===== config.mk =====
export PLATFORM = sky130hd
export DESIGN_NAME = crd_rd_dma
export DESIGN_NICKNAME = d
export VERILOG_FILES = /design/src/rtl/crd_pkg.sv /design/src/rtl/crd_rxfifo.sv /design/src/rtl/crd_dreq_gen.sv /design/src/rtl/crd_ctl_regs.sv /design/src/rtl/crd_seq_fsm.sv /design/src/rtl/crd_rd_dma.sv
export SDC_FILE = /design/constraint.sdc
export NUM_CORES = 1
export LEC_CHECK = 0
export BUFFER_PORTS_ARGS = -buffer_cell sky130_fd_sc_hd__buf_2
export CAP_MARGIN = 20
export CORE_ASPECT_RATIO = 1.5
export CORE_MARGIN = 1
export CORE_UTILIZATION = 34
export DETAILED_ROUTE_END_ITERATION = 8
export PLACE_DENSITY_LB_ADDON = 0.2
export REMOVE_ABC_BUFFERS = 1
export SLEW_MARGIN = 20
export SYNTH_ARGS = -nofsm -noshare
export SYNTH_HDL_FRONTEND = slang
export SYNTH_SLANG_ARGS = --single-unit

===== constraint.sdc =====
create_clock -name clk -period 2.45 [get_ports clk]
set_clock_uncertainty 0.2 [all_clocks]
set_input_delay 0.49 -clock clk [delete_from_list [all_inputs] [get_ports clk]]
set_output_delay 0.49 -clock clk [all_outputs]
set_load 0.05 [all_outputs]

===== src/rtl/crd_pkg.sv =====
package crd_pkg;

  typedef enum logic [1:0] {
    SQ_IDLE = 2'd0,
    SQ_CMD  = 2'd1,
    SQ_RSP  = 2'd2,
    SQ_DAT  = 2'd3
  } sq_state_e;

  localparam int FL_RSP_CRC = 0;
  localparam int FL_RSP_TMO = 1;
  localparam int FL_DAT_CRC = 2;
  localparam int FL_DAT_TMO = 3;
  localparam int FL_END     = 4;
  localparam int FL_N       = 5;

  localparam logic [2:0] THR_FULL  = 3'd0;
  localparam logic [2:0] THR_Q1    = 3'd1;
  localparam logic [2:0] THR_HALF  = 3'd2;
  localparam logic [2:0] THR_Q3    = 3'd3;
  localparam logic [2:0] THR_DRAIN = 3'd4;

endpackage


===== src/rtl/crd_rxfifo.sv =====
module crd_rxfifo #(
  parameter int DATA_W = 32,
  parameter int DEPTH  = 8
) (
  input  logic                           clk,
  input  logic                           rst_n,
  input  logic                           clr,
  input  logic                           push_req,
  input  logic [DATA_W-1:0]              din,
  input  logic                           pop_req,
  output logic [DATA_W-1:0]              dout,
  output logic [$clog2(DEPTH+1)-1:0]     level
);

  localparam int AW    = (DEPTH > 1) ? $clog2(DEPTH) : 1;
  localparam int LVL_W = $clog2(DEPTH + 1);
  localparam logic [LVL_W-1:0] LVL_FULL = LVL_W'(DEPTH);
  localparam logic [AW-1:0]    PTR_LAST = AW'(DEPTH - 1);

  logic [DATA_W-1:0] mem [DEPTH];
  logic [AW-1:0]     wp_q, wp_nx, rp_q, rp_nx;
  logic [LVL_W-1:0]  lv_q, lv_nx;
  logic              do_push, do_pop, ptr_en;

  function automatic logic [AW-1:0] ptr_step(input logic [AW-1:0] p);
    return (p == PTR_LAST) ? '0 : p + AW'(1);
  endfunction

  always_comb begin
    do_push = push_req && (lv_q != LVL_FULL);
    do_pop  = pop_req && (lv_q != '0);
    wp_nx   = wp_q;
    rp_nx   = rp_q;
    lv_nx   = lv_q;
    if (clr) begin
      wp_nx = '0;
      rp_nx = '0;
      lv_nx = '0;
    end else begin
      if (do_push) wp_nx = ptr_step(wp_q);
      if (do_pop)  rp_nx = ptr_step(rp_q);
      case ({do_push, do_pop})
        2'b10:   lv_nx = lv_q + LVL_W'(1);
        2'b01:   lv_nx = lv_q - LVL_W'(1);
        default: lv_nx = lv_q;
      endcase
    end
    ptr_en = clr || do_push || do_pop;
  end

  always_ff @(posedge clk or negedge rst_n) begin
    if (!rst_n) begin
      wp_q <= '0;
      rp_q <= '0;
      lv_q <= '0;
    end else if (ptr_en) begin
      wp_q <= wp_nx;
      rp_q <= rp_nx;
      lv_q <= lv_nx;
    end
  end

  always_ff @(posedge clk) begin
    if (do_push && !clr) mem[wp_q] <= din;
  end

  assign dout  = mem[rp_q];
  assign level = lv_q;

endmodule


===== src/rtl/crd_dreq_gen.sv =====
module crd_dreq_gen #(
  parameter int DEPTH = 8
) (
  input  logic                       en,
  input  logic [2:0]                 thr,
  input  logic [$clog2(DEPTH+1)-1:0] level,
  output logic                       dreq
);
  import crd_pkg::*;

  localparam int LVL_W = $clog2(DEPTH + 1);
  localparam int Q1_I  = (DEPTH / 4 < 1) ? 1 : DEPTH / 4;
  localparam int Q2_I  = (DEPTH / 2 < 1) ? 1 : DEPTH / 2;
  localparam int Q3_I  = ((3 * DEPTH) / 4 < 1) ? 1 : (3 * DEPTH) / 4;
  localparam logic [LVL_W-1:0] LV_Q1   = LVL_W'(Q1_I);
  localparam logic [LVL_W-1:0] LV_Q2   = LVL_W'(Q2_I);
  localparam logic [LVL_W-1:0] LV_Q3   = LVL_W'(Q3_I);
  localparam logic [LVL_W-1:0] LV_FULL = LVL_W'(DEPTH);

  logic [LVL_W-1:0] mark;
  logic             drain, hit;

  always_comb begin
    drain = (thr == THR_DRAIN);
    case (thr)
      THR_Q1:   mark = LV_Q1;
      THR_HALF: mark = LV_Q2;
      THR_Q3:   mark = LV_Q3;
      default:  mark = LV_FULL;
    endcase
    hit  = drain ? (level != '0) : (level >= mark);
    dreq = en && hit;
  end

endmodule


===== src/rtl/crd_ctl_regs.sv =====
module crd_ctl_regs #(
  parameter int NFLAG = 5
) (
  input  logic             clk,
  input  logic             rst_n,
  input  logic             ctl_wr,
  input  logic             en_in,
  input  logic             auto_in,
  input  logic [2:0]       thr_in,
  input  logic             ctl_clear,
  input  logic [NFLAG-1:0] flag_set,
  input  logic [NFLAG-1:0] flag_clr,
  output logic             en,
  output logic             auto_md,
  output logic [2:0]       thr,
  output logic [NFLAG-1:0] flags
);

  logic             en_q, en_nx, auto_q, auto_nx, ctl_ld;
  logic [2:0]       thr_q, thr_nx;
  logic [NFLAG-1:0] fl_q, fl_nx;
  logic             fl_ld;

  always_comb begin
    ctl_ld  = ctl_clear || ctl_wr;
    en_nx   = en_q;
    auto_nx = auto_q;
    thr_nx  = thr_q;
    if (ctl_clear) begin
      en_nx   = 1'b0;
      auto_nx = 1'b0;
      thr_nx  = 3'd0;
    end else if (ctl_wr) begin
      en_nx   = en_in;
      auto_nx = auto_in;
      thr_nx  = thr_in;
    end
    fl_ld = (|flag_set) || (|flag_clr);
    fl_nx = (fl_q & ~flag_clr) | flag_set;
  end

  always_ff @(posedge clk or negedge rst_n) begin
    if (!rst_n) begin
      en_q   <= 1'b0;
      auto_q <= 1'b0;
      thr_q  <= 3'd0;
    end else if (ctl_ld) begin
      en_q   <= en_nx;
      auto_q <= auto_nx;
      thr_q  <= thr_nx;
    end
  end

  always_ff @(posedge clk or negedge rst_n) begin
    if (!rst_n) fl_q <= '0;
    else if (fl_ld) fl_q <= fl_nx;
  end

  assign en      = en_q;
  assign auto_md = auto_q;
  assign thr     = thr_q;
  assign flags   = fl_q;

endmodule


===== src/rtl/crd_seq_fsm.sv =====
module crd_seq_fsm #(
  parameter int CNT_W = 8
) (
  input  logic                    clk,
  input  logic                    rst_n,
  input  logic                    rd_start,
  input  logic                    cmd_sent,
  input  logic                    rsp_ok,
  input  logic                    rsp_crc_bad,
  input  logic                    rsp_tmo,
  input  logic                    rx_blk_end,
  input  logic                    rx_crc_bad,
  input  logic                    rx_tmo,
  input  logic                    auto_md,
  input  logic                    bcnt_wr,
  input  logic [CNT_W-1:0]        bcnt_in,
  output logic                    busy,
  output logic                    cmd_go,
  output logic                    rx_arm,
  output logic                    rx_open,
  output logic [CNT_W-1:0]        bcnt_left,
  output logic [crd_pkg::FL_N-1:0] flag_set
);
  import crd_pkg::*;

  sq_state_e        st_q, st_nx;
  logic [CNT_W-1:0] cnt_q, cnt_nx, cnt_dec;
  logic             cnt_en, arm_q, arm_nx;

  always_comb begin
    st_nx    = st_q;
    cnt_nx   = cnt_q;
    arm_nx   = 1'b0;
    flag_set = '0;
    cnt_dec  = (cnt_q == '0) ? '0 : cnt_q - CNT_W'(1);
    case (st_q)
      SQ_IDLE: begin
        if (bcnt_wr)  cnt_nx = bcnt_in;
        if (rd_start) st_nx  = SQ_CMD;
      end
      SQ_CMD: begin
        if (cmd_sent) st_nx = SQ_RSP;
      end
      SQ_RSP: begin
        if (rsp_crc_bad || rsp_tmo) begin
          flag_set[FL_RSP_CRC] = rsp_crc_bad;
          flag_set[FL_RSP_TMO] = rsp_tmo;
          st_nx = SQ_IDLE;
        end else if (rsp_ok) begin
          st_nx  = SQ_DAT;
          arm_nx = 1'b1;
        end
      end
      SQ_DAT: begin
        if (rx_crc_bad || rx_tmo) begin
          flag_set[FL_DAT_CRC] = rx_crc_bad;
          flag_set[FL_DAT_TMO] = rx_tmo;
          st_nx = SQ_IDLE;
        end else if (rx_blk_end) begin
          cnt_nx = cnt_dec;
          if (cnt_dec == '0) begin
            flag_set[FL_END] = 1'b1;
            st_nx = SQ_IDLE;
          end else if (auto_md) begin
            arm_nx = 1'b1;
          end else begin
            st_nx = SQ_IDLE;
          end
        end
      end
      default: st_nx = SQ_IDLE;
    endcase
    cnt_en = (cnt_nx != cnt_q);
  end

  always_ff @(posedge clk or negedge rst_n) begin
    if (!rst_n) begin
      st_q  <= SQ_IDLE;
      arm_q <= 1'b0;
    end else begin
      st_q  <= st_nx;
      arm_q <= arm_nx;
    end
  end

  always_ff @(posedge clk or negedge rst_n) begin
    if (!rst_n) cnt_q <= '0;
    else if (cnt_en) cnt_q <= cnt_nx;
  end

  assign busy      = (st_q != SQ_IDLE);
  assign cmd_go    = (st_q == SQ_CMD);
  assign rx_open   = (st_q == SQ_DAT);
  assign rx_arm    = arm_q;
  assign bcnt_left = cnt_q;

endmodule


===== src/rtl/crd_rd_dma.sv =====
module crd_rd_dma
  import crd_pkg::*;
#(
  parameter int DATA_W     = 32,
  parameter int FIFO_DEPTH = 8,
  parameter int CNT_W      = 8
) (
  input  logic                            clk,
  input  logic                            rst_n,
  input  logic                            ctl_wr,
  input  logic                            ctl_en_in,
  input  logic                            ctl_auto_in,
  input  logic [2:0]                      ctl_thr_in,
  output logic                            ctl_en,
  output logic                            ctl_auto,
  output logic [2:0]                      ctl_thr,
  input  logic                            bcnt_wr,
  input  logic [CNT_W-1:0]                bcnt_in,
  output logic [CNT_W-1:0]                bcnt_left,
  input  logic                            rd_start,
  input  logic                            fifo_flush,
  input  logic [FL_N-1:0]                 flag_clr,
  output logic [FL_N-1:0]                 flags,
  output logic                            busy,
  output logic                            cmd_go,
  input  logic                            cmd_sent,
  input  logic                            rsp_ok,
  input  logic                            rsp_crc_bad,
  input  logic                            rsp_tmo,
  output logic                            rx_arm,
  input  logic                            rx_valid,
  input  logic [DATA_W-1:0]               rx_word,
  input  logic                            rx_blk_end,
  input  logic                            rx_crc_bad,
  input  logic                            rx_tmo,
  output logic [$clog2(FIFO_DEPTH+1)-1:0] fifo_level,
  output logic                            dreq,
  input  logic                            dack,
  output logic [DATA_W-1:0]               ddata
);

  logic            rst_meta, rst_n_i;
  logic [FL_N-1:0] flag_set;
  logic            rx_open, ctl_clear, fifo_clr, push_req;

  always_ff @(posedge clk or negedge rst_n) begin
    if (!rst_n) begin
      rst_meta <= 1'b0;
      rst_n_i  <= 1'b0;
    end else begin
      rst_meta <= 1'b1;
      rst_n_i  <= rst_meta;
    end
  end

  assign ctl_clear = |flag_set[FL_DAT_TMO:FL_RSP_CRC];
  assign fifo_clr  = fifo_flush || (|flag_set[FL_DAT_TMO:FL_DAT_CRC]);
  assign push_req  = rx_valid && rx_open;

  crd_seq_fsm #(.CNT_W(CNT_W)) u_seq (
    .clk         (clk),
    .rst_n       (rst_n_i),
    .rd_start    (rd_start),
    .cmd_sent    (cmd_sent),
    .rsp_ok      (rsp_ok),
    .rsp_crc_bad (rsp_crc_bad),
    .rsp_tmo     (rsp_tmo),
    .rx_blk_end  (rx_blk_end),
    .rx_crc_bad  (rx_crc_bad),
    .rx_tmo      (rx_tmo),
    .auto_md     (ctl_auto),
    .bcnt_wr     (bcnt_wr),
    .bcnt_in     (bcnt_in),
    .busy        (busy),
    .cmd_go      (cmd_go),
    .rx_arm      (rx_arm),
    .rx_open     (rx_open),
    .bcnt_left   (bcnt_left),
    .flag_set    (flag_set)
  );

  crd_ctl_regs #(.NFLAG(FL_N)) u_regs (
    .clk       (clk),
    .rst_n     (rst_n_i),
    .ctl_wr    (ctl_wr),
    .en_in     (ctl_en_in),
    .auto_in   (ctl_auto_in),
    .thr_in    (ctl_thr_in),
    .ctl_clear (ctl_clear),
    .flag_set  (flag_set),
    .flag_clr  (flag_clr),
    .en        (ctl_en),
    .auto_md   (ctl_auto),
    .thr       (ctl_thr),
    .flags     (flags)
  );

  crd_rxfifo #(.DATA_W(DATA_W), .DEPTH(FIFO_DEPTH)) u_fifo (
    .clk      (clk),
    .rst_n    (rst_n_i),
    .clr      (fifo_clr),
    .push_req (push_req),
    .din      (rx_word),
    .pop_req  (dack),
    .dout     (ddata),
    .level    (fifo_level)
  );

  crd_dreq_gen #(.DEPTH(FIFO_DEPTH)) u_dreq (
    .en    (ctl_en),
    .thr   (ctl_thr),
    .level (fifo_level),
    .dreq  (dreq)
  );

endmodule


# Yosys cells after proc, flatten, opt, wreduce, memory -nomap -nowiden
# Memory sizes are Yosys's and may differ from the RTL's.
# Index checks and enable logic that the tools add are counted.
# word_totals
regBits	33
latchBits	0
mem_bits_rw	256
mem_bits_ro	0
input_bits	65
mem_count	1
# mem_list
name	words	width	rd	rd_ports_with_merged_regs	wr	line	text
u_fifo.mem	8	32	1	0	1	crd_rxfifo.sv:20	logic [DATA_W-1:0] mem [DEPTH];
# classes
add_sub_neg	5
n_mul	0
div_mod_pow	0
order_cmp	1
eq_ne	18
shifts	0
mux	46
bitwise_logic	3
n_reduce_logical	31
# op_table
op	count
2-to-1 mux 8 bit	4
2-to-1 mux 3 bit	9
2-to-1 mux 2 bit	11
zero test 8 bit	2
2-to-1 mux 1 bit	16
case mux 8 bit (2 select lines)	1
case mux 4 bit (3 select lines)	1
OR reduction 5 bit	2
== test 3 bit, second input constant	3
!= test 4 bit, second input constant	2
!= test 8 bit	1
case mux 2 bit (4 select lines)	1
case mux 4 bit (2 select lines)	1
AND reduction 2 bit	4
nonzero test 2 bit	4
subtractor 8 x 1 -> 8 bit, second input constant	1
logical OR 1 bit	7
adder 3 x 1 -> 3 bit, second input constant	2
== test 2 bit, second input constant	3
== test 3 x 2 -> 1 bit, second input constant	2
!= test 3 x 2 -> 1 bit, second input constant	2
bitwise AND 5 bit	1
logical AND 1 bit	5
inverter 5 bit	1
17 further kinds	18

# Longest topological paths before layout
# Gate-level depths: netlist of run 1.
# logic_depth
ltp_word	13
ltp_mapped	11

# By module
# From an unflattened synthesis of run 1, not the netlist that was laid out.
# hier_totals
hier_cells	617
hier_area_um2	11776.3
# modules_own_cells
mod	n_inst	cells_each	area_each_um2	seq_area_each_um2
crd_rxfifo	1	445	10249.8	7937.6
crd_seq_fsm	1	119	955.9	275.3
crd_ctl_regs	1	31	386.6	250.2
crd_dreq_gen	1	16	110.1	0.0
crd_rd_dma	1	6	73.8	50.0

# Least setup slack after synthesis of run 1
# Ideal clock, no wire load.
# synth_path
kind	flip-flop to flip-flop
startpoint	register u_fifo.lv_q[1], in the netlist u_fifo.level[1]
endpoint	memory u_fifo.mem[1][0] (enable)
setup_time_ps	461
t_arrival_ps	3634
slack_ps	-1845
stages_incl_launch_ff	5
synth_period_minus_slack_ps	4295
cell_sequence	dfrtp_1 -> nor3_1 -> a21oi_2 -> nand3_1 -> nor3_1
# synth_between
elab_chain_len	5
# synth_lines
item	line	text
from (decl)	crd_rxfifo.sv:22	logic [LVL_W-1:0] lv_q, lv_nx;
from (signal assigned)	crd_rxfifo.sv:59	lv_q <= lv_nx;
!= test 4 bit	crd_rxfifo.sv:30	do_push = push_req && (lv_q != LVL_FULL);
logical AND 1 bit	crd_rxfifo.sv:30	
logical AND 1 bit	crd_rxfifo.sv:64	if (do_push && !clr) mem[wp_q] <= din;
2-to-1 mux 1 bit	crd_rxfifo.sv:64	
2-to-1 mux 1 bit (not written as such)	crd_rxfifo.sv:64	
to (decl)	crd_rxfifo.sv:20	
# No other way between the ends.

# Final worst setup path of run 1
# layout_path
startpoint	register u_fifo.rp_q[0]
endpoint	output port ddata[4]
# layout_between
elab_chain_len	1
# layout_lines
item	line	text
from (decl)	crd_rxfifo.sv:21	logic [AW-1:0] wp_q, wp_nx, rp_q, rp_nx;
from (signal assigned)	crd_rxfifo.sv:58	rp_q <= rp_nx;
memory read (8 x 32 bit)	n/a	
to (decl)	crd_rd_dma.sv:39	output logic [DATA_W-1:0] ddata
# No other way between the ends.

==> metrics.txt, run 1 <==
r2r startpoint=u_seq.bcnt_left[0]; Finished Cell Area=15500 µm²; Placed Cells=1194; Critical R2R Capture=u_seq.st_q[0]; Comb pwr share=31.3%; fmax=338 MHz; outcome=finished, violations left; wire length per cell=20.2 µm; Synth Instances=619; antenna violations before repair=1; Worst EP arrival=2.27 ns; Final min period=2.96 ns; post-route antenna net violation count=0; startpoint class of the critical path=flip-flop; fin util=45.4%; Clk network pwr share=31.8%; Most Crowded Layer GR=met2; Design Power=15.5 mW; drt initial violations=338; library cells used by synthesis=57; CP required=1.76 ns; sequential share of power=36.9%; RD Place Congestion=0.831; worst setup path startpoint=u_fifo.rp_q[0]; mapped cell area=11800 µm²; Final Instance Count excl. Fillers=1305; ys async rst share=11.4%; Crit Path Category=reg -> out; CP Max Fanout=8; met1 Track Usage GR=17.6%; Area Overhead vs Synth=31.4%; yosys warns=0; setup slack after layout=-0.509 ns; Core Box Area=34200 µm²; average size of a mapped cell=19.1 µm²; # DRC=0; Critical Path, Cell by Cell=buf_4 > clkbuf_16 > mux4_2 > mux2_4 > buf_6; chip height=230 µm; CTS buffer count=28; All-Layer GR Usage=14.9%; register-to-register setup slack=0.04 ns; CP max-delay cell=mux4_2; vias=6479; Peak supply drop=0.765 mV; Port Buffers=122; Post-DP Area=13500 µm²; Post-synth EDFFs=256; P_int=10.8 mW; clk_lat worst skew=0.54 ns; Switching Fraction=30.4%; ANT cells=0; first-pass GRT wire length=40.0 mm; Max-Cap Viols=0; Yosys top cell area share=65.1%; CP endpoint kind=output pin; leakage=5.49 nW; final hold vios=0; top-count cell post-synth=edfxtp_1; Power Dens Cells=998 nW/µm²; Slew Viols, Final=0; FF-to-FF path depth=9; sequential-to-total area share from yosys stat=72.1%; final period utilization=121%; H-Tree Depth=1; clk buf depth=3; Site Rows=83; clock sink total=289; filler cell count=2925; ys flop type=edfxtp_1; RSZ-0062 raised after global routing=yes; met2 Use GR=27.5%; dominant cell type by area after synthesis=edfxtp_1; Sequential cell area=8520 µm²; # setup viols final=33; Psw=4.71 mW; vias in the first global route=7115; CP max stage delay=0.49 ns; Vias per Instance=4.96; violated checks=setup timing; Initial Util=34.6%; layout cells sized above 1=43.1%; CTS tree=done; footprint of the multi-input gates=3280 µm²; First-pass DRT Iterations=4; CTS clk-pin slew, worst paths=0.06 ns; Synth area leaders=edfxtp_1 (65%), mux4_2 (12%), dfrtp_1 (7.0%); synth cell count leaders=edfxtp_1 (256), mux4_2 (64), mux2_2 (34), nor2_1 (34), dfrtp_1 (33); fin nets=940; met3 Use GR=2.39%; root buffer cell=clkbuf_16; Routed WL=26.4 mm; Hold Crit Class=reg -> async; #FFs+latches synth=289; GRT overflow=0; I/O pin count=123; DP Wirelength=15.6 mm; Die W=154 µm; die area=35500 µm²; largest net degree at the start of global routing=33
[cells in the final DEF, fill, tap and decap left out, drive strengths merged, types with 2 or more instances in the layout]
cell type      n
a32oi          2
dlygate4sd3   41
nor4           2
o22ai          4
buf          191
a211oi         4
ha            16
nor3          12
edfxtp       256
clkinvlp       3
xor2           2
clkinv         8
a21oi         16
a21o           2
nand4b         2
a22oi          3
o21ai         16
nor2b          3
mux2i         11
clkbuf        32
nand2         20
xnor2          2
a31oi          3
mux2          34
bufinv         9
inv           21
mux4          64
and3           2
nor2          34
nand3          3
a21boi         2
dfrtp         33
nand2b         7
nor3b          2
nand3b         2
[power by group through the flow]
stage / registers (mW) / logic, mW / clock network, mW
after CTS: 5.71 / 4.58 / 5.05
final: 5.71 / 4.84 / 4.93
after global routing: 5.74 / 5.19 / 5.22
after detailed placement: 5.82 / 4.12 / 0
after floorplan: 6.42 / 2.32 / 0
after global placement: 5.81 / 4.08 / 0
[how the worst max path moves through the flow]
stage               depth (start not counted)         endpoint  slack, ns
floorplan                                   2         ddata[0]      -1.89
finish                                      5         ddata[4]      -0.51
detailed placement                         10  u_fifo.level[3]      -0.11
global placement                           10  u_fifo.level[3]      -0.02
CTS                                         4         ddata[8]      -0.54
global route                                5        ddata[13]      -0.57
[flip-flops by register name (all words and copies together), names as in the netlist]
name / cells
u_seq.bcnt_left: 8
u_fifo.rp_q: 3
u_fifo.level: 4
rst_meta: 1
u_regs.en: 1
rst_n_i: 1
u_fifo.mem: 256
u_seq.rx_arm: 1
u_regs.thr: 3
u_regs.flags: 5
u_regs.auto_md: 1
u_seq.st_q: 2
u_fifo.wp_q: 3
[what timing repair did]
| item | in CTS | in global routing |
|---|---|---|
| hold endpoints to repair | 185 | 0 |
| resized for setup | 85 | 23 |
| setup endpoints to repair | 35 | 64 |
| setup buffers | 5 | 7 |
| pin swaps | 5 | 3 |
| gates cloned | 0 | 6 |
| hold buffers | 41 | 0 |
[final cells by class]
class,count,share of cell area [%]
Timing Repair Buffer,235,13.1
Clock inverter,23,2.40
Multi-Input combinational cell,286,21.2
Sequential cell,289,54.9
Clock buffer,29,4.54
Inverter,18,0.436
Tap cell,425,3.43
[worst max-delay path, delay by kind of cell (launching register included)]
family	cells	cell delay [ns]
multiplexers	2	0.78
buffers and inverters	3	0.49
flip-flops	1	0.46
[layer usage]
| layer | vias to the layer above | wire length, µm |
|---|---|---|
| li1 | 2967 | - |
| met1 | 3320 | 10600 |
| met2 | 156 | 14200 |
| met3 | 34 | 1080 |
| met4 | 2 | 422 |
| met5 | - | 13 |
[through the flow]
step | TNS [ns] | setup slack [ns] | hold slack (ns)
4_1_cts | -16.50 | -0.544 | 0.00124
6_report | -15.33 | -0.509 | 0.0196
3_5_place_dp | -0.108 | -0.108 | 0.0258
3_3_place_gp | -0.0220 | -0.0220 | 0.0181
2_1_floorplan | -370.19 | -1.89 | -0.00559
5_1_grt | -17.90 | -0.573 | 0.0161
[kinds of logic (layout without fill, tap and decap cells)]
logic type,count (synthesis),after routing,share of synthesized area [%]
AOI/OAI and AO/OA,60,60,3.43
xor gates and xnor gates,4,4,0.297
adders and majority gates,17,17,1.86
buffers and inverters,44,305,1.65
DFF,289,289,72.1
muxes,109,109,16.4
other,1,1,0.0318
and+or+nand+nor,95,95,4.25
(Power assumes the default switching activity.)
==> inputs of run 2 (changes only) <==
--- a/config.mk
+++ b/config.mk
@@ -8,8 +8,7 @@
 export BUFFER_PORTS_ARGS = -buffer_cell sky130_fd_sc_hd__buf_2
 export CAP_MARGIN = 20
 export CORE_ASPECT_RATIO = 1.5
-export CORE_MARGIN = 1
-export CORE_UTILIZATION = 34
+export CORE_UTILIZATION = 53
 export DETAILED_ROUTE_END_ITERATION = 8
 export PLACE_DENSITY_LB_ADDON = 0.2
 export REMOVE_ABC_BUFFERS = 1
==> run 2 against run 1 <==
Net effect: critical endpoint is now ddata[27]; first-iteration DRC count up 9.5%; the flow still finishes with violations (setup timing); utilization up 24 points; non-clock buffer count down 22; register-to-register slack worse by 0.09 ns.
==> metrics.txt, run 2 (synthesis results as in run 1) <==
outcome=finished, violations left (unchanged); violated checks=setup timing (unchanged); Core Box Area=21800 µm² (was 34200 µm²); # DRC=0 (unchanged); drt initial violations=370 (was 338); ANT cells=0 (unchanged); Die W=124 µm (was 154 µm); die area=22900 µm² (was 35500 µm²); chip height=185 µm (was 230 µm); Hold Crit Start=bcnt_in[2]; max reg flops=256 (unchanged); vias in the first global route=6877 (was 7115); Slew Viols, Final=0 (unchanged); wire length per cell=22.0 µm (was 20.2 µm); hold depth=3; largest reg by FF count=u_fifo.mem (unchanged); final hold vios=0 (unchanged); register-to-register setup slack=-0.05 ns (was 0.04 ns); Port Buffers=122 (unchanged); layout cells sized above 1=45.4% (was 43.1%); GRT overflow=0 (unchanged); Crit Path Category=reg -> out (unchanged); worst setup path startpoint=u_fifo.rp_q[0] (unchanged); Placed Cells=1042 (was 1194); Site Rows=66 (was 83); # setup viols final=34 (was 33); antenna violations before repair=2 (was 1); CTS buffer count=26 (was 28); Critical R2R Capture=u_fifo.level[3] (was u_seq.st_q[0]); fmax=339 MHz (was 338 MHz); clk buf depth=3 (unchanged); Design Power=14.6 mW (was 15.5 mW); CP max stage delay=0.49 ns (about the same); Critical Path, Cell by Cell=buf_4 > clkbuf_16 > mux4_2 > mux2_2 > buf_6 (was buf_4 > clkbuf_16 > mux4_2 > mux2_4 > buf_6); most frequent cells in the layout=edfxtp_1 (256), buf_2 (88), mux4_2 (64) (unchanged); CP required=1.76 ns (about the same); RSZ-0062 raised after global routing=yes (unchanged); largest net degree at the start of global routing=32 (was 33); Power Dens Cells=968 nW/µm² (was 998 nW/µm²); clock sink total=289 (unchanged); Hold EP=u_seq.bcnt_left[2]; post-route antenna net violation count=0 (unchanged); startpoint class of the critical path=flip-flop (unchanged); fin nets=916 (was 940); RD Place Congestion=0.827 (was 0.831); Peak supply drop=0.731 mV (was 0.765 mV); first-pass GRT wire length=36.8 mm (was 40.0 mm); r2r startpoint=u_fifo.level[1] (was u_seq.bcnt_left[0]); final period utilization=120% (was 121%); CTS clk-pin slew, worst paths=0.06 ns (about the same); CP endpoint kind=output pin (unchanged); Max-Cap Viols=0 (unchanged); hold slack final=0.0224 ns (was 0.0196 ns); Routed WL=24.8 mm (was 26.4 mm); All-Layer GR Usage=21.8% (was 14.9%); Initial Util=54.2% (was 34.6%); Worst EP arrival=2.26 ns (was 2.27 ns); Vias per Instance=5.76 (was 4.96); leakage=5.37 nW (was 5.49 nW); DP Wirelength=14.8 mm (was 15.6 mm); Area Overhead vs Synth=28.0% (was 31.4%); I/O pin count=123 (unchanged); Final min period=2.95 ns (was 2.96 ns); WP buf/inv=3 (unchanged); Hold Crit Class=in -> reg (was reg -> async); setup slack after layout=-0.499 ns (was -0.509 ns); clk_lat worst skew=0.51 ns (was 0.54 ns); H-Tree Depth=1 (unchanged); CP Max Fanout=5 (was 8); FF-to-FF path depth=11 (was 9); DP Worst Slack=-0.0687 ns (was -0.108 ns); CP max-delay cell=mux4_2 (unchanged); root buffer cell=clkbuf_16 (unchanged); First-pass DRT Iterations=4 (unchanged); vias=6477 (was 6479); Final Instance Count excl. Fillers=1125 (was 1305); most common cell after layout, fill and taps aside=edfxtp_1 (unchanged); critical path's top delay family=multiplexers (unchanged); CTS tree=done (unchanged)
==> run 2: final cells by class <==
| type | count | area (µm²) |
|---|---|---|
| well taps | 272 | 340 |
| clock inverters | 12 | 82.6 |
| inverters | 18 | 73.8 |
| fillers | 1367 | 6680 |
| flip-flops and latches | 289 | 8520 |
| multi-input cells | 286 | 3360 |
| clock buffers | 35 | 736 |
| repair buffers | 213 | 2000 |
==> run 2: repair_timing <==
action | in CTS | in global routing
hold endpoints to repair | 8 | 0
pin swaps | 7 | 14
gates cloned | 0 | 8
resized for setup | 89 | 81
setup buffers | 10 | 11
hold buffers | 10 | 0
endpoints found under the setup margin | 35 | 119
==> run 2: through the flow <==
| stage | TNS, ns | util [%] | cell area (µm²) |
|---|---|---|---|
| 6_report | -14.59 | 69.3 | 15100 |
| 5_1_grt | -16.76 | 69.3 | 15100 |
| 4_1_cts | -15.51 | 67.0 | 14600 |
| 3_5_place_dp | -0.0687 | 61.0 | 13300 |
| 3_3_place_gp | 0 | 61.0 | 13300 |
| 2_1_floorplan | -370.19 | - | 11700 |
==> run 2: power breakdown <==
| part | switching [mW] | leakage, nW | internal [mW] | total, mW |
|---|---|---|---|---|
| clock network | 1.66 | 0.404 | 2.20 | 3.86 |
| registers | 0.165 | 2.73 | 5.56 | 5.72 |
| logic | 2.77 | 2.23 | 2.29 | 5.05 |
==> run 2: worst max path at each step <==
stage	to	cells after the start
after floorplan	ddata[0]	2
after global placement	ddata[28]	4
after detailed placement	u_fifo.level[3]	10
after CTS	ddata[17]	4
after global routing	ddata[27]	5
final	ddata[27]	5
==> run 2: per-layer routing <==
layer | share of wire, % | track usage [%] | vias up
met5 | 0.10 | 0 | -
met4 | 2.5 | 6.22 | 4
met3 | 5.1 | 3.54 | 46
met2 | 53 | 38.6 | 198
met1 | 39 | 27.2 | 3313
li1 | - | - | 2916
==> run 2: tightest hold or removal path: stages <==
cell and delay [ns]:
buf_2 0.08, a22oi_1 0.06, o21ai_0 0.08
==> inputs of run 3 (changes only) <==
--- a/config.mk
+++ b/config.mk
@@ -5,6 +5,7 @@
 export SDC_FILE = /design/constraint.sdc
 export NUM_CORES = 1
 export LEC_CHECK = 0
+export ABC_AREA = 1
 export BUFFER_PORTS_ARGS = -buffer_cell sky130_fd_sc_hd__buf_2
 export CAP_MARGIN = 20
 export CORE_ASPECT_RATIO = 1.5
==> run 3 against run 2 <==
Net effect: the flow finishes with violations (DRC, setup timing); combinational power up 31%; maximum frequency up 1.2%; utilization down 0.65 points; synthesized area up 2.3%; total power up 12%; sequential power up 2%; first-iteration DRC count up 94%; count of clock-buffer cells in the layout down 5; register-to-register slack better by 0.13 ns; die area up 2.3%; sequential share of layout area down 0.96 points; worst setup slack better by 0.036 ns; highest routed layer unchanged.
==> metrics.txt, run 3 <==
outcome=finished, violations left (unchanged); violated checks=DRC, setup timing (was setup timing); ys flop type=edfxtp_1 (unchanged); fin nets=1302 (was 916); DP Wirelength=16.2 mm (was 14.8 mm); die area=23400 µm² (was 22900 µm²); CTS tree=done (unchanged); root buffer cell=clkbuf_16 (unchanged); filler cell count=1563 (was 1367); ys async rst share=11.4% (unchanged); synth cell count leaders=edfxtp_1 (256), nor2_1 (244), o21ai_0 (147), nand2_1 (52), o22ai_1 (43) (was edfxtp_1 (256), mux4_2 (64), mux2_2 (34), nor2_1 (34), dfrtp_1 (33)); mapped cell area=12100 µm² (was 11800 µm²); Area Overhead vs Synth=27.2% (was 28.0%); RSZ-0062 raised after global routing=yes (unchanged); vias in the first global route=8758 (was 6877); most frequent cells in the layout=edfxtp_1 (256), nor2_1 (229), o21ai_0 (103) (was edfxtp_1 (256), buf_2 (88), mux4_2 (64)); CP Max Fanout=20 (was 5); # setup viols final=33 (was 34); sequential-to-total area share from yosys stat=70.4% (was 72.1%); Final min period=2.91 ns (was 2.95 ns); #FFs+latches synth=289 (unchanged); Post-synth EDFFs=256 (unchanged); CP required=1.76 ns (about the same); Initial Util=54.0% (was 54.2%); H-Tree Depth=1 (unchanged); max reg flops=256 (unchanged); Slew Viols, Final=0 (unchanged); Sum Neg Setup Slack=-12.49 ns (was -14.59 ns); post-route antenna net violation count=0 (unchanged); clk buf depth=3 (unchanged); clock sink total=289 (unchanged); average size of a mapped cell=11.8 µm² (was 19.1 µm²); first-pass GRT wire length=44.7 mm (was 36.8 mm); Die W=125 µm (was 124 µm); clk_lat worst skew=0.54 ns (was 0.51 ns); Rel. slew slack=56.4%; Critical Path, Cell by Cell=buf_12 > buf_12 > nor2_1 > nor2_1 > o21ai_0 > a31oi_1 > buf_4 (was buf_4 > clkbuf_16 > mux4_2 > mux2_2 > buf_6); leakage=5.80 nW (was 5.37 nW); Synth area leaders=edfxtp_1 (64%), nor2_1 (7.6%), dfrtp_1 (6.8%) (was edfxtp_1 (65%), mux4_2 (12%), dfrtp_1 (7.0%)); Worst EP arrival=2.22 ns (was 2.26 ns); CTS buffer count=26 (unchanged); largest reg by FF count=u_fifo.mem (unchanged); chip height=187 µm (was 185 µm); layout cells sized above 1=27.3% (was 45.4%); CTS clk-pin slew, worst paths=0.06 ns (about the same); Synth Instances=1021 (was 619); most common cell after layout, fill and taps aside=edfxtp_1 (unchanged); # DRC=3 (was 0); RD Place Congestion=0.879 (was 0.827); wire length per cell=19.7 µm (was 22.0 µm); Hold Crit Class=in -> reg (unchanged); top-count cell post-synth=edfxtp_1 (unchanged); Max-Cap Viols=0 (unchanged); final hold vios=0 (unchanged); fmax=343 MHz (was 339 MHz); yosys warns=0 (unchanged); Worst-Margin Slew=0.647 ns; First-pass DRT Iterations=7 (was 4); startpoint class of the critical path=flip-flop (unchanged); library cells used by synthesis=37 (was 57); antenna violations before repair=3 (was 2); Crit Path Category=reg -> out (unchanged); dominant cell type by area after synthesis=edfxtp_1 (unchanged); CP max stage delay=0.53 ns (was 0.49 ns); Post-DP Area=13500 µm² (was 13300 µm²); DP Worst Slack=0.0107 ns (was -0.0687 ns); setup slack after layout=-0.463 ns (was -0.499 ns); final period utilization=119% (was 120%); Yosys top cell area share=63.6% (was 65.1%); Finished Cell Area=15400 µm² (was 15100 µm²); I/O pin count=123 (unchanged); Core Box Area=22400 µm² (was 21800 µm²); vias=8736 (was 6477); CP endpoint kind=output pin (unchanged); GRT overflow=0 (unchanged); largest net degree at the start of global routing=52 (was 32); Site Rows=67 (was 66); Routed WL=29.9 mm (was 24.8 mm); Vias per Instance=5.75 (was 5.76); Power Dens Cells=1070 nW/µm² (was 968 nW/µm²); All-Layer GR Usage=24.7% (was 21.8%); Peak supply drop=0.994 mV (was 0.731 mV); Port Buffers=122 (unchanged); CP max-delay cell=dfrtp_4 (was mux4_2); drt initial violations=718 (was 370)
-- run 3: repair_timing --
action	CTS	global route
pin swaps	17	34
hold buffers	7	0
resized for setup	96	81
endpoints found under the setup margin	33	290
hold endpoints to repair	8	0
gates cloned	10	9
buffers inserted	13	14
-- run 3: critical path, delay by kind of cell (launching register included) --
kind / cells / cell delay [ns]
compound gates: 2 / 0.39
buf+inv: 3 / 0.60
flops: 1 / 0.53
simple gates: 2 / 0.17
-- run 3: cell families (layout without fill, tap and decap cells) --
kind of cell | after synthesis | count (layout) | share of synthesized area [%]
AND/OR/NAND/NOR | 340 | 340 | 11.5
flip-flops | 289 | 289 | 70.4
AO/OA/AOI/OAI | 263 | 263 | 12.3
buffers and inverters | 107 | 326 | 3.71
adder cells (fa/ha/maj) | 17 | 17 | 1.82
XOR/XNOR | 4 | 4 | 0.290
other | 1 | 3 | 0.0310
-- run 3: area by class of cell --
type / count / area (µm²) / area share (%)
diodes: 2 / 5.00 / 0.0326
clock buffers: 30 / 687 / 4.47
clock inverters: 18 / 149 / 0.968
inverters: 51 / 204 / 1.33
multi-input cells: 625 / 3350 / 21.8
flip-flops and latches: 289 / 8520 / 55.4
well taps: 276 / 345 / 2.25
repair buffers: 227 / 2120 / 13.8
-- run 3: through the flow --
step / utilization (%) / hold WS, ns / instances / power (mW)
after CTS: 67.0 / 0.00102 / 1499 / 16.1
final: 68.7 / 0.00557 / 1518 / 16.4
after global placement: 60.2 / 0.0826 / 1421 / 11.1
after detailed placement: 60.2 / 0.0748 / 1421 / 11.1
after global routing: 68.7 / 0.0170 / 1518 / 17.2
after floorplan: - / -0.00559 / 965 / 9.53
-- run 3: path summary, 6_finish.rpt --
kind,from,end,slack [ns],depth (start not counted)
max,u_fifo.rp_q[0],ddata[3],-0.46,7
min,ctl_auto_in,u_regs.auto_md,0.006,3
max reg2reg,u_seq.st_q[1],u_fifo.mem[4][0],0.08,9
min reg2reg,rst_n_i,u_seq.bcnt_left[1],0.06,0
max in group asynchronous,rst_n_i,u_fifo.rp_q[1],1.39,1
min in group asynchronous,rst_n_i,u_seq.bcnt_left[1],0.06,0
-- run 3: where the power goes --
group / leakage, nW / internal [mW] / switching (mW) / total [mW]
logic: 2.68 / 2.50 / 4.12 / 6.63
clock network: 0.395 / 2.23 / 1.78 / 4.00
registers: 2.72 / 5.57 / 0.243 / 5.82
total: 5.80 / 10.3 / 6.14 / 16.4
-- run 3: routing by layer --
layer / track usage (%) / routed length, µm
met3: 4.55 / 1800
met2: 45.0 / 15900
met5: 0 / 11
met1: 28.4 / 11400
met4: 9.85 / 826
